[src/rtl/txdis_pkg.sv]
package txdis_pkg;

  typedef enum logic [1:0] {
    ST_OFF   = 2'd0,
    ST_INIT  = 2'd1,
    ST_RUN   = 2'd2,
    ST_FAULT = 2'd3
  } txState_e;

  typedef struct packed {
    logic loadLong;   // start power-up / post-fault init window
    logic loadShort;  // start plain re-enable window
    logic tick;       // count the init window down
    logic holdRun;    // count disable hold while faulted
  } txStrobe_s;

endpackage

[src/rtl/txdis_datapath.sv]
module txdis_datapath
  import txdis_pkg::*;
#(
  parameter int RESET_CYC = 10,
  parameter int INIT_CYC  = 300,
  parameter int ON_CYC    = 20
) (
  input  logic      clk,
  input  logic      rstN,
  input  logic      txDisPin,
  input  logic      softDisWe,
  input  logic      softDisVal,
  input  logic      laserFault,
  input  txStrobe_s strb,
  output logic      disEff,
  output logic      faultSync,
  output logic      timerZero,
  output logic      holdDone
);

  localparam int MAX_WIN = (INIT_CYC > ON_CYC) ? INIT_CYC : ON_CYC;
  localparam int TW      = $clog2(MAX_WIN + 1);
  localparam int HW      = $clog2(RESET_CYC + 1);
  localparam int SYNC_N  = 2;

  logic [SYNC_N-1:0] pinSync;
  logic [SYNC_N-1:0] fltSync;
  logic              softDis;
  logic [TW-1:0]     timer;
  logic [HW-1:0]     holdCnt;

  // Pin synchronizer resets to 1: an undriven pin reads as disable.
  always_ff @(posedge clk or negedge rstN) begin
    if (!rstN) begin
      pinSync <= '1;
      fltSync <= '0;
    end else begin
      pinSync <= {pinSync[SYNC_N-2:0], txDisPin};
      fltSync <= {fltSync[SYNC_N-2:0], laserFault};
    end
  end

  always_ff @(posedge clk or negedge rstN) begin
    if (!rstN)          softDis <= 1'b0;
    else if (softDisWe) softDis <= softDisVal;
  end

  always_ff @(posedge clk or negedge rstN) begin
    if (!rstN)                       timer <= '0;
    else if (strb.loadLong)          timer <= TW'(INIT_CYC - 1);
    else if (strb.loadShort)         timer <= TW'(ON_CYC - 1);
    else if (strb.tick && !timerZero) timer <= timer - 1'b1;
  end

  always_ff @(posedge clk or negedge rstN) begin
    if (!rstN)          holdCnt <= '0;
    else if (!strb.holdRun) holdCnt <= '0;
    else if (!holdDone) holdCnt <= holdCnt + 1'b1;
  end

  assign disEff    = pinSync[SYNC_N-1] | softDis;
  assign faultSync = fltSync[SYNC_N-1];
  assign timerZero = (timer == '0);
  assign holdDone  = (holdCnt == HW'(RESET_CYC));


  strobe_excl_chk: assert property (@(posedge clk) disable iff (!rstN)
    !(strb.loadLong && strb.loadShort));


  hold_sat_chk: assert property (@(posedge clk) disable iff (!rstN)
    holdDone |=> (holdDone || !$past(strb.holdRun) || !strb.holdRun));

endmodule

[src/rtl/txdis_control.sv]
module txdis_control
  import txdis_pkg::*;
(
  input  logic      clk,
  input  logic      rstN,
  input  logic      disEff,
  input  logic      faultSync,
  input  logic      timerZero,
  input  logic      holdDone,
  output txStrobe_s strb,
  output logic      laserEn,
  output logic      txFault,
  output logic      txReady
);

  txState_e state, nxt;
  logic     longInit;

  always_comb begin
    nxt  = state;
    strb = '0;
    case (state)
      ST_OFF: begin
        if (!disEff) begin
          nxt            = ST_INIT;
          strb.loadLong  = longInit;
          strb.loadShort = !longInit;
        end
      end
      ST_INIT: begin
        strb.tick = 1'b1;
        if (faultSync)      nxt = ST_FAULT;
        else if (disEff)    nxt = ST_OFF;
        else if (timerZero) nxt = ST_RUN;
      end
      ST_RUN: begin
        if (faultSync)   nxt = ST_FAULT;
        else if (disEff) nxt = ST_OFF;
      end
      ST_FAULT: begin
        strb.holdRun = disEff;
        if (!disEff && holdDone) begin
          nxt           = ST_INIT;
          strb.loadLong = 1'b1;
        end
      end
      default: nxt = ST_OFF;
    endcase
  end

  always_ff @(posedge clk or negedge rstN) begin
    if (!rstN) state <= ST_OFF;
    else       state <= nxt;
  end

  // Long init is owed after power-on and after a fault, until RUN is reached.
  always_ff @(posedge clk or negedge rstN) begin
    if (!rstN)                                longInit <= 1'b1;
    else if (state == ST_FAULT && nxt == ST_INIT) longInit <= 1'b1;
    else if (nxt == ST_RUN)                   longInit <= 1'b0;
  end

  assign laserEn = (state == ST_INIT) || (state == ST_RUN);
  assign txFault = (state == ST_FAULT);
  assign txReady = (state == ST_RUN);


  dis_off_chk: assert property (@(posedge clk) disable iff (!rstN)
    disEff |=> !laserEn);


  fault_latch_chk: assert property (@(posedge clk) disable iff (!rstN)
    (faultSync && laserEn) |=> txFault);


  fault_sticky_chk: assert property (@(posedge clk) disable iff (!rstN)
    (txFault && !(holdDone && !disEff)) |=> txFault);


  ready_timer_chk: assert property (@(posedge clk) disable iff (!rstN)
    $rose(txReady) |-> $past(timerZero));

endmodule

[src/rtl/txdis_fault_ctrl.sv]
module txdis_fault_ctrl
  import txdis_pkg::*;
#(
  parameter int RESET_CYC = 10,
  parameter int INIT_CYC  = 300,
  parameter int ON_CYC    = 20
) (
  input  logic clk,
  input  logic rstN,
  input  logic txDisPin,
  input  logic softDisWe,
  input  logic softDisVal,
  input  logic laserFault,
  output logic laserEn,
  output logic txFault,
  output logic txReady
);

  txStrobe_s strb;
  logic      disEff;
  logic      faultSync;
  logic      timerZero;
  logic      holdDone;

  txdis_datapath #(
    .RESET_CYC (RESET_CYC),
    .INIT_CYC  (INIT_CYC),
    .ON_CYC    (ON_CYC)
  ) i_datapath (
    .clk        (clk),
    .rstN       (rstN),
    .txDisPin   (txDisPin),
    .softDisWe  (softDisWe),
    .softDisVal (softDisVal),
    .laserFault (laserFault),
    .strb       (strb),
    .disEff     (disEff),
    .faultSync  (faultSync),
    .timerZero  (timerZero),
    .holdDone   (holdDone)
  );

  txdis_control i_control (
    .clk       (clk),
    .rstN      (rstN),
    .disEff    (disEff),
    .faultSync (faultSync),
    .timerZero (timerZero),
    .holdDone  (holdDone),
    .strb      (strb),
    .laserEn   (laserEn),
    .txFault   (txFault),
    .txReady   (txReady)
  );

endmodule

[config.mk]
export PLATFORM = sky130hd
export DESIGN_NAME = txdis_fault_ctrl
export DESIGN_NICKNAME = d
export VERILOG_FILES = /design/src/rtl/txdis_pkg.sv /design/src/rtl/txdis_datapath.sv /design/src/rtl/txdis_control.sv /design/src/rtl/txdis_fault_ctrl.sv
export SDC_FILE = /design/constraint.sdc
export NUM_CORES = 1
export LEC_CHECK = 0
export BUFFER_PORTS_ARGS = -buffer_cell sky130_fd_sc_hd__buf_2
export CAP_MARGIN = 40
export CORE_ASPECT_RATIO = 1.4
export CORE_MARGIN = 8
export CORE_UTILIZATION = 28
export CTS_CLUSTER_DIAMETER = 30
export DETAILED_ROUTE_END_ITERATION = 6
export PLACE_DENSITY = 0.52
export SKIP_CTS_REPAIR_TIMING = 1
export SLEW_MARGIN = 5
export SYNTH_ARGS = -nofsm -noshare
export SYNTH_HDL_FRONTEND = slang
export SYNTH_SLANG_ARGS = --single-unit
export TNS_END_PERCENT = 100
[constraint.sdc]
create_clock -name clk -period 1.9 [get_ports clk]
set_input_delay 0.095 -clock clk [delete_from_list [all_inputs] [get_ports clk]]
set_output_delay 0.095 -clock clk [all_outputs]
set_load 0.05 [all_outputs]
Yosys cells after proc, flatten, opt, wreduce, memory -nomap -nowiden
Cells that the tools add are included.
Widths: inputs -> output; s select.
{ "word_totals": {"register_bits": 21, "inputBits": 6, "elab_cells": 49} }
{ "op_classes": {"add_sub_neg": 2, "n_eq_ne": 7, "muxes": 21, "n_bitwise": 1, "n_reduce_logical": 11} }
{ "ops": {"columns": ["operator", "count"], "rows": [
  ["$mux 9", 3],
  ["$mux 2", 8],
  ["$logic_not 9->1", 1],
  ["$sub 9x1->9 const B", 1],
  ["$mux 4", 2],
  ["$pmux 2 s4", 1],
  ["$eq 2x2->1 const B", 3],
  ["$mux 1", 6],
  ["$add 4x1->4 const B", 1],
  ["$eq 2x1->1 const B", 2],
  ["$eq 4x4->1 const B", 1],
  ["$logic_and 1x1->1", 3],
  ["$logic_not 1->1", 3],
  ["$reduce_bool 3->1", 1],
  ["$logic_not 2->1", 1],
  ["$ne 2x2->1 const B", 1],
  ["$pmux 1 s2", 1],
  ["$reduce_bool 2->1", 1],
  ["$logic_or 1x1->1", 1],
  ["$or 1x1->1", 1]
]} }

Depth between registers and ports, before layout
Gate-level depths: netlist of the first run.
{ "logic_depth": {"depth_word": 8, "depth_mapped": 7, "mapped_depth_nobuf": 7} }

Hierarchy
Synthesis of the first run repeated with hierarchy kept, for this count alone.
{ "unflattened": {"hier_cells": 126, "hier_area_um2": 1281.2} }
{ "by_module_without_submodules": {"columns": ["mod", "n_inst", "cells_per_inst", "area_per_inst_um2", "seq_area_each_um2"], "rows": [
  ["txdis_datapath", 1, 91, 969.7, 452.9],
  ["txdis_control", 1, 35, 311.5, 76.3]
]} }

Least setup slack after synthesis of the first run
Ideal clock, no wire load.
{ "synth_path": {"path_kind": "register -> register", "start": "reg i_control.state[0]", "end": "reg i_control.longInit", "setup_time_ns": 0.095, "t_arrival_ns": 1.943, "required_ns": 1.805, "path_slack_ns": -0.138, "path_stages_with_launch": 8, "n_path_buf": 0, "synth_period_minus_slack_ns": 2.038, "path_cell_list": "dfrtp_1 > inv_1 > ha_1 > or2_2 > a22oi_1 > o41ai_1 > a21boi_1 > o22ai_1"} }
{ "synth_lines": {"columns": ["element", "line", "source"], "rows": [
  ["from (decl)", "txdis_control.sv:16", "txState_e state, nxt;"],
  ["from (signal assigned)", "txdis_control.sv:53", "else state <= nxt;"],
  ["$eq 2x2->1 *", null, null],
  ["via txReady", "txdis_fault_ctrl.sv:16", "output logic txReady"],
  ["$pmux 2 s4 *", "txdis_control.sv:22", "case (state)"],
  ["via i_control.nxt[1]", "txdis_control.sv:16", null],
  ["$eq 2x1->1", "txdis_control.sv:59", "else if (state == ST_FAULT && nxt == ST_INIT) longInit <= 1'b1;"],
  ["$logic_and 1x1->1", "txdis_control.sv:59", null],
  ["$mux 1 / $reduce_bool 2->1 (equally long branches)", null, null],
  ["to (signal assigned)", "txdis_control.sv:58", "if (!rstN) longInit <= 1'b1;"],
  ["to (signal assigned)", "txdis_control.sv:59", null],
  ["to (signal assigned)", "txdis_control.sv:60", "else if (nxt == ST_RUN) longInit <= 1'b0;"],
  ["to (decl)", "txdis_control.sv:17", "logic longInit;"]
]} }
Mark *: on every way through the listed nets, which the timed path passes. The rest lies on a longest branch.
A chain may end at the register's enable or synchronous reset.

Worst setup path in the final report of the first run
{ "layout_path": {"start": "reg i_datapath.timer[1]", "end": "reg i_control.state[0]"} }
{ "layout_between": {"elab_chain_len": 5} }
{ "layout_lines": {"columns": ["element", "line", "source"], "rows": [
  ["from (decl)", "txdis_datapath.sv:29", "logic [TW-1:0] timer;"],
  ["from (signal assigned)", "txdis_datapath.sv:50", "else if (strb.loadLong) timer <= TW'(INIT_CYC - 1);"],
  ["from (signal assigned)", "txdis_datapath.sv:51", "else if (strb.loadShort) timer <= TW'(ON_CYC - 1);"],
  ["from (signal assigned)", "txdis_datapath.sv:52", "else if (strb.tick && !timerZero) timer <= timer - 1'b1;"],
  ["$logic_not 9->1", "txdis_datapath.sv:63", "assign timerZero = (timer == '0);"],
  ["$mux 2", "txdis_control.sv:34", "else if (timerZero) nxt = ST_RUN;"],
  ["$mux 2", "txdis_control.sv:33", "else if (disEff) nxt = ST_OFF;"],
  ["$mux 2", "txdis_control.sv:32", "if (faultSync) nxt = ST_FAULT;"],
  ["$pmux 2 s4", "txdis_control.sv:22", null],
  ["via i_control.nxt[0]", "txdis_control.sv:16", null]
]} }
The timed path passes the listed nets, and every way through them passes these cells.

==> out/metrics.cfg, run 1 <==
[logic_synthesis]
synthArstFlopShare_pct=100
syn_nets=122
synth_area_um2=1120
yosysSeqAreaShare_pct=47.2
synth_area_leaders=dfrtp_1 40%, ha_1 8.9%, dfstp_2 7.0%
synth_edf_count=0
synth_cell_types=41
synth_top_area_share_pct=40.2
synth_top_area_cell=dfrtp_1
synth_cells=108
yosys_most_used_dff=dfrtp_1
syn_area_per_cell_um2=10.4
ys_seq_elements=21
yosysWarnings=0

[power_and_ir_drop]
p_per_area_nw_per_um2=1430
peakVddDrop_uv=783
total_power_mw=2.15
power_leakage_nw=0.656

[global_route]
grt_pass1_vias=987
grt_overflow=0
grt_pass1_wl_um=4710
grt_use_total_pct=9.15
antenna_found_initial=0
grt_max_degree=22

[critical_path]
r2r-end=i_control.state[0]$_DFF_PN0_
cp_num_buf_inv=1
arrival_ns=2.24
cp_num_cells=6
cp_slowest_stage_delay_ns=0.46
endpoint_kind=flop
r2r_slack_ns=-0.19
worstPathCellList=inv_2, ha_4, or4b_4, or4_1, a311o_1, and2_2
crit_slowest_cell=or4b_4
cp_max_fo=3
crit_type=reg -> reg
required_ns=2.06
crit_family=simple AND/OR/NAND/NOR gates
cp-start-kind=flop
rr_worst_depth=6
r2r-start=i_datapath.timer[1]$_DFFE_PN0P_

[timing]
drv_slew=0
setup_viol=2
period_needed_ns=2.09
hold_viol_final=0
hold_ws_ns=0.0597
finalCritPeriodShare_pct=110
max_freq_ghz=0.479
setup_ws_ns=-0.186
tightest_slew_ns=0.496
relSlewSlack_pct=67.0
fin_skew_ns=0.00599
rsz0062_at_grt=true

[clock_tree]
cts_buffers=3
path_clk_slew_ns=0.08
clk_path_buf_depth=2
root_buffer=clkbuf_8
clk_latency_ns=0.27
cts_sinks=21
h-tree-depth=1
cts_tree=built

[worst_hold_path]
worstHoldStart=softDisVal
hold_class=in -> reg
min_path_cells=2
min_to=i_datapath.softDis$_DFFE_PN0P_

[routing]
post-route-drc-count=0
wl_per_cell_um=14.8
route.antenna.remaining_nets=0
vias=931
wirelength_um=2750
dr.pass1.iters=4
viasPerCell=5.01
drtIter0Drc=37

[floorplanning]
dieWidth_um=69.5
fp.dieH_um=90.9
coreArea_um2=3880
rows=27
dieArea_um2=6310
start_util_pct=28.9
io_pins=9

[finish]
nets=158
final_common_cell=buf_4
layout_common_cells=20 x buf_4, 18 x dfrtp_1, 10 x nor2_1
drive_gt1_share_pct=37.8
fillers=376
utilization_pct=38.8
antenna_cells=0
area_delta_synth_final_pct=34.4

[status]
status=finished with violations
violations=setup timing

[placed_design]
portBuffers=8
hpwl_um=2070
gp_congestion=0.864

[job]
maxCapViolations=0

-- worst reg2reg max path, stage by stage (launching register included) --
cell and delay (ns):
dfrtp_1 0.41, inv_2 0.08, ha_4 0.13, or4b_4 0.46, or4_1 0.41, a311o_1 0.30, and2_2 0.19
-- sequential cells by signal (all words and copies together) (netlist names) --
register and count:
i_control.longInit 1, i_control.state 2, i_datapath.pinSync 2, i_datapath.timer 9, i_datapath.holdCnt 4, i_datapath.softDis 1
i_datapath.fltSync 2
-- worst max-delay path by stage --
stage	from	to	slack, ns
6_report	i_datapath.timer[1]$_DFFE_PN0P_	i_control.state[0]$_DFF_PN0_	-0.19
5_1_grt	i_datapath.timer[1]$_DFFE_PN0P_	i_control.longInit$_DFFE_PN1P_	-0.29
4_1_cts	i_datapath.timer[1]$_DFFE_PN0P_	i_control.longInit$_DFFE_PN1P_	-0.24
3_5_place_dp	i_datapath.timer[1]$_DFFE_PN0P_	i_control.longInit$_DFFE_PN1P_	-0.22
3_3_place_gp	i_datapath.timer[1]$_DFFE_PN0P_	i_control.longInit$_DFFE_PN1P_	-0.14
2_1_floorplan	i_datapath.timer[0]$_DFFE_PN0P_	i_control.longInit$_DFFE_PN1P_	-0.09
-- through the flow --
step	instances	setup TNS [ns]	setup slack, ns	instance area [um^2]
after floorplan	108	-0.173	-0.0914	1120
after global placement	177	-0.268	-0.137	1350
after detailed placement	177	-0.498	-0.222	1350
after CTS	181	-0.562	-0.244	1400
after global routing	186	-0.898	-0.295	1510
final	186	-0.372	-0.186	1510
-- power by group --
| part | internal, mW | switching (mW) |
|---|---|---|
| sequential | 0.580 | 0.105 |
| combinational | 0.557 | 0.605 |
| clock | 0.148 | 0.157 |
| total | 1.29 | 0.867 |
-- logic make-up after synthesis --
family	count (synthesis)	share of synthesized area [%]
and+or+nand+nor	40	19.5
AOI/OAI and AO/OA	23	14.3
DFF	21	47.2
xor gates and xnor gates	9	7.03
adders and majority gates	8	8.93
buffers and inverters	6	2.01
muxes	1	1.00
-- layout make-up --
| type | count | area (um^2) | area share [%] |
|---|---|---|---|
| Sequential cell | 21 | 529 | 35.1 |
| Inverter | 6 | 22.5 | 1.50 |
| Multi-Input combinational cell | 81 | 632 | 41.9 |
| Clock inverter | 1 | 7.51 | 0.498 |
| Tap cell | 43 | 53.8 | 3.57 |
| Timing Repair Buffer | 31 | 220 | 14.6 |
| Clock buffer | 3 | 41.3 | 2.74 |
-- synth_stat cells (all sizes together) (2+ instances only) --
master  count
a21boi      3
dfrtp      18
dfstp       3
ha          8
inv         6
nand2       7
nand3       4
nor2       10
nor3        2
nor4        3
o21a        2
o21ai       6
or2         2
or3         2
or4         3
xnor2       6
xor2        3
-- per-layer routing --
layer / track usage (%) / wire, um
met5: 0 / 0
met4: 4.63 / 63
met3: 1.87 / 76
met2: 16.0 / 1380
met1: 10.0 / 1230
Power figures use the tool's default switching activity.
==> run 2, diff against run 1 <==
Settings changed: RECOVER_POWER set to 100.
==> out/metrics.cfg, run 2 (synthesis results as in run 1) <==
[floorplanning]
rows=27  ; unchanged
start_util_pct=28.9  ; unchanged
io_pins=9  ; unchanged
dieArea_um2=6310  ; unchanged
fp.dieH_um=90.9  ; unchanged
dieWidth_um=69.5  ; unchanged
coreArea_um2=3880  ; unchanged

[placed_design]
hpwl_um=2070  ; unchanged
placed_area_um2=1350  ; unchanged
portBuffers=8  ; unchanged
gp_congestion=0.864  ; unchanged
place_ws_ns=-0.222  ; unchanged

[clock_tree]
h-tree-depth=1  ; unchanged
clk_latency_ns=0.27  ; about the same
cts_sinks=21  ; unchanged
path_clk_slew_ns=0.08  ; about the same
cts_buffers=3  ; unchanged
root_buffer=clkbuf_8
clk_path_buf_depth=2  ; unchanged
cts_tree=built

[routing]
vias=928  ; -0.32%
drtIter0Drc=36  ; -2.7%
dr.pass1.iters=4  ; unchanged
viasPerCell=4.99  ; -0.32%
wirelength_um=2750  ; -0.15%
route.antenna.remaining_nets=0  ; unchanged
wl_per_cell_um=14.8  ; -0.15%
post-route-drc-count=0  ; unchanged

[finish]
largestRegisters=i_datapath.timer x9, i_datapath.holdCnt x4
fillers=384  ; +2.1%
antenna_cells=0  ; unchanged
nets=158  ; unchanged
final-seq-area_um2=529  ; unchanged
area_delta_synth_final_pct=32.1
final_common_cell=dfrtp_1
layout_common_cells=18 x dfrtp_1, 14 x buf_4, 10 x nor2_1
multi_input_area_um2=632  ; unchanged
design_area_um2=1480  ; -1.7%
drive_gt1_share_pct=32.2  ; -5.6 points
largest_register_ffs=9  ; unchanged
regMostFlops=i_datapath.timer

[status]
violations=setup timing
status=finished with violations

[power_and_ir_drop]
peakVddDrop_uv=779  ; -0.52%
p_switching_mw=0.868  ; about the same
p_per_area_nw_per_um2=1420  ; -0.35%
power_leakage_nw=0.628  ; -4.3%
pwr-share-clk_pct=14.5  ; +0.3 points
p_int_mw=1.24  ; -3.4%
combPwrFrac_pct=53.1  ; -0.9 points
swShare_pct=41.1  ; +0.84 points
power.share.sequential_pct=32.4  ; +0.6 points

[global_route]
grt_pass1_wl_um=4710  ; unchanged
grt_use_total_pct=9.15  ; unchanged
grt_pass1_vias=987  ; unchanged
antenna_found_initial=0  ; unchanged
grt_overflow=0  ; unchanged
grt_max_degree=22  ; unchanged

[timing]
setup_viol=2  ; unchanged
hold_viol_final=0  ; unchanged
finalCritPeriodShare_pct=110  ; about the same
tightest_slew_ns=1.18  ; +0.689 ns
period_needed_ns=2.08  ; -0.00199 ns
max_freq_ghz=0.480  ; about the same
relSlewSlack_pct=21.0  ; -46 points
setup_ws_ns=-0.184  ; +0.00199 ns
rsz0062_at_grt=true
fin_skew_ns=0.00646  ; +0.000467 ns
drv_slew=0  ; unchanged

[worst_hold_path]
hold_class=in -> reg

[critical_path]
crit_slowest_cell=or4b_4
crit_family=simple AND/OR/NAND/NOR gates
crit_type=reg -> reg
r2r_slack_ns=-0.18  ; about the same
endpoint_kind=flop
cp_num_buf_inv=1  ; unchanged
cp-start-kind=flop
required_ns=2.06  ; about the same
worstPathCellList=inv_2, ha_4, or4b_4, or4_1, a311o_1, and2_2
cp_slowest_stage_delay_ns=0.46  ; about the same
cp_max_fo=3  ; unchanged
arrival_ns=2.24  ; about the same

[job]
maxCapViolations=0  ; unchanged

[run 2: cell count changes in the layout (fill, tap and decap cells not counted)]
cell,before,now
buf_2,8,6
buf_4,20,14
clkbuf_1,0,8
[run 2: power groups by stage]
| stage | Sequential (mW) | Clock, mW | Combinational [mW] |
|---|---|---|---|
| after floorplan | 0.688 | 0 | 0.587 |
| after global placement | 0.676 | 0 | 1.00 |
| after detailed placement | 0.683 | 0 | 1.02 |
| after CTS | 0.675 | 0.317 | 1.03 |
| after global routing | 0.701 | 0.333 | 1.23 |
| final | 0.684 | 0.306 | 1.12 |
[run 2: metrics by stage]
step | hold WS, ns | utilization, % | std cells | total power [mW] | TNS (ns)
2_1_floorplan | -0.201 | - | 108 | 1.28 | -0.173
3_3_place_gp | 0.0839 | 34.8 | 177 | 1.68 | -0.268
3_5_place_dp | 0.0911 | 34.8 | 177 | 1.70 | -0.498
4_1_cts | -0.206 | 36.1 | 181 | 2.02 | -0.562
5_1_grt | 0.0535 | 38.1 | 186 | 2.26 | -0.923
6_report | 0.0593 | 38.1 | 186 | 2.11 | -0.368
[run 2: per-layer routing]
| layer | up-vias | track usage [%] | wire length [um] |
|---|---|---|---|
| met3 | 6 | 1.87 | 76 |
| met5 | - | 0 | 0 |
| met2 | 13 | 16.0 | 1380 |
| met4 | 0 | 4.63 | 63 |
| li1 | 463 | - | - |
| met1 | 446 | 10.0 | 1230 |
[run 2: final timing paths]
kind / cells past startpoint / startpoint / to
worst max-delay path: 6 / i_datapath.timer[1]$_DFFE_PN0P_ / i_control.state[0]$_DFF_PN0_
worst min-delay path: 2 / softDisVal / i_datapath.softDis$_DFFE_PN0P_
worst max register to register: 6 / i_datapath.timer[1]$_DFFE_PN0P_ / i_control.state[0]$_DFF_PN0_
worst min register to register: 0 / i_datapath.fltSync[0]$_DFF_PN0_ / i_datapath.fltSync[1]$_DFF_PN0_
max in group asynchronous: 2 / rstN / i_datapath.timer[2]$_DFFE_PN0P_
min in group asynchronous: 2 / rstN / i_datapath.softDis$_DFFE_PN0P_
[run 2: area by class of cell]
type	instances	share of cell area, %
Sequential cell	21	35.7
Clock inverter	1	0.507
Multi-Input combinational cell	81	42.7
Timing Repair Buffer	31	13.2
Inverter	6	1.52
Tap cell	43	3.63
Clock buffer	3	2.79
[run 2: worst register-to-register path: cells and delay by family (launching register included)]
kind                     cells  cell delay, ns
AND/OR/NAND/NOR              3            1.06
AO/OA/AOI/OAI                1            0.30
flip-flops                   1            0.41
adder cells (fa/ha/maj)      1            0.13
buffers and inverters        1            0.08
==> run 3, diff against run 2 <==
Settings changed: CAP_MARGIN 40 to 20, CELL_PAD_IN_SITES_DETAIL_PLACEMENT set to 1, CELL_PAD_IN_SITES_GLOBAL_PLACEMENT set to 2, PLACE_DENSITY 0.52 to 0.69.
==> out/metrics.cfg, run 3 (synthesis results as in run 1) <==
[routing]
wirelength_um=2980  ; +8.6%
drtIter0Drc=19  ; -47%
route.antenna.remaining_nets=0  ; unchanged
wl_per_cell_um=15.8  ; +6.8%
post-route-drc-count=0  ; unchanged
dr.pass1.iters=4  ; unchanged
viasPerCell=4.98  ; -0.10%
vias=942  ; +1.5%

[floorplanning]
coreArea_um2=3880  ; unchanged
io_pins=9  ; unchanged
fp.dieH_um=90.9  ; unchanged
rows=27  ; unchanged
start_util_pct=28.9  ; unchanged
dieWidth_um=69.5  ; unchanged
dieArea_um2=6310  ; unchanged

[clock_tree]
root_buffer=clkbuf_8
cts_buffers=3  ; unchanged
clk_path_buf_depth=2  ; unchanged
h-tree-depth=1  ; unchanged
cts_sinks=21  ; unchanged
path_clk_slew_ns=0.08  ; about the same
clk_latency_ns=0.26  ; about the same
cts_tree=built

[global_route]
grt_overflow=0  ; unchanged
grt_pass1_wl_um=5100  ; +8.2%
antenna_found_initial=0  ; unchanged
grt_use_total_pct=9.74  ; +0.59 points
grt_pass1_vias=1044  ; +5.8%
grt_max_degree=22  ; unchanged

[power_and_ir_drop]
p_per_area_nw_per_um2=1450  ; +1.7%
peakVddDrop_uv=726  ; -6.8%
total_power_mw=2.19  ; +3.7%
power_leakage_nw=0.659  ; +5.0%

[timing]
fin_skew_ns=0.00306  ; -0.00339 ns
drv_slew=0  ; unchanged
finalCritPeriodShare_pct=108  ; -1.5 points
setup_tns_ns=-0.264  ; +0.103 ns
relSlewSlack_pct=19.5  ; -1.5 points
setup_viol=2  ; unchanged
period_needed_ns=2.06  ; -0.0276 ns
setup_ws_ns=-0.157  ; +0.0276 ns
hold_ws_ns=0.0822  ; +0.0229 ns
tightest_slew_ns=1.21  ; +0.0227 ns
rsz0062_at_grt=true
hold_viol_final=0  ; unchanged
max_freq_ghz=0.486  ; +1.3%

[critical_path]
endpoint_kind=flop
cp-start-kind=flop
crit_type=reg -> reg
required_ns=2.09  ; +0.03 ns
arrival_ns=2.25  ; about the same
cp_max_fo=2  ; -1

[finish]
regMostFlops=i_datapath.timer
largest_register_ffs=9  ; unchanged
largestRegisters=i_datapath.timer x9, i_datapath.holdCnt x4
final_common_cell=buf_4
drive_gt1_share_pct=34.2  ; +2.1 points
area_delta_synth_final_pct=34.7
fillers=448  ; +17%
utilization_pct=38.9  ; +0.74 points
design_area_um2=1510  ; +1.9%
layout_common_cells=21 x buf_4, 18 x dfrtp_1, 10 x nor2_1
multi_input_area_um2=627  ; -0.79%
antenna_cells=0  ; unchanged
nets=161  ; +1.9%
final-seq-area_um2=529  ; unchanged
layout.cells.non_filler=189  ; +1.6%

[worst_hold_path]
hold_class=in -> reg

[placed_design]
portBuffers=8  ; unchanged
placed_area_um2=1370  ; +1.1%
hpwl_um=2310  ; +11%
place_ws_ns=-0.168  ; +0.0539 ns
gp_congestion=0.767  ; -11%
numPlacedInstances=179  ; +1.1%

[status]
violations=setup timing
status=finished with violations

[job]
maxCapViolations=0  ; unchanged

run 3: cell types whose count changed in the layout (fill, tap and decap cells not counted):
| cell | previous run | this run |
|---|---|---|
| or4_2 | 1 | 0 |
| nand2_2 | 1 | 0 |
| or4_4 | 0 | 1 |
| clkinvlp_4 | 1 | 0 |
| clkbuf_2 | 0 | 2 |
| and2_2 | 1 | 0 |
| buf_2 | 6 | 4 |
| clkbuf_1 | 8 | 5 |
| and2_4 | 0 | 1 |
| nor4_1 | 2 | 3 |
| buf_4 | 14 | 21 |
| nand2_1 | 6 | 7 |
| nor4_2 | 1 | 0 |
run 3: final cells by class:
class                           instances  share of cell area [%]
Sequential cell                        21                    35.0
Multi-Input combinational cell         81                    41.5
Inverter                                6                    1.49
Clock buffer                            4                    2.98
Tap cell                               43                    3.56
Timing Repair Buffer                   34                    15.4
run 3: per-layer routing:
metal	global-route usage, %	share of wire (%)	vias up
li1	-	-	462
met1	11.3	41	465
met2	17.4	55	9
met3	1.65	2.3	6
met4	3.09	1.9	0
met5	0	0	-
run 3: path summary, 6_finish.rpt:
| path | from | endpoint | slack, ns | depth (start not counted) |
|---|---|---|---|---|
| worst max-delay path | i_datapath.timer[1]$_DFFE_PN0P_ | i_control.longInit$_DFFE_PN1P_ | -0.16 | 7 |
| worst min-delay path | softDisVal | i_datapath.softDis$_DFFE_PN0P_ | 0.08 | 2 |
| worst max register to register | i_datapath.timer[1]$_DFFE_PN0P_ | i_control.longInit$_DFFE_PN1P_ | -0.16 | 7 |
| worst min register to register | i_datapath.pinSync[0]$_DFF_PN1_ | i_datapath.pinSync[1]$_DFF_PN1_ | 0.36 | 0 |
| max in group asynchronous | rstN | i_datapath.fltSync[1]$_DFF_PN0_ | 0.58 | 2 |
| min in group asynchronous | rstN | i_control.state[1]$_DFF_PN0_ | 0.60 | 2 |
run 3: where the power goes:
group / internal, mW / switching [mW]
Sequential: 0.580 / 0.0980
Combinational: 0.583 / 0.626
Clock: 0.150 / 0.152
run 3: worst max-delay path, stage by stage (launching register included):
cell	delay, ns
dfrtp_1	0.40
inv_2	0.09
ha_4	0.12
or4b_4	0.45
or4_1	0.41
a311o_1	0.29
a21boi_1	0.13
o22ai_1	0.09
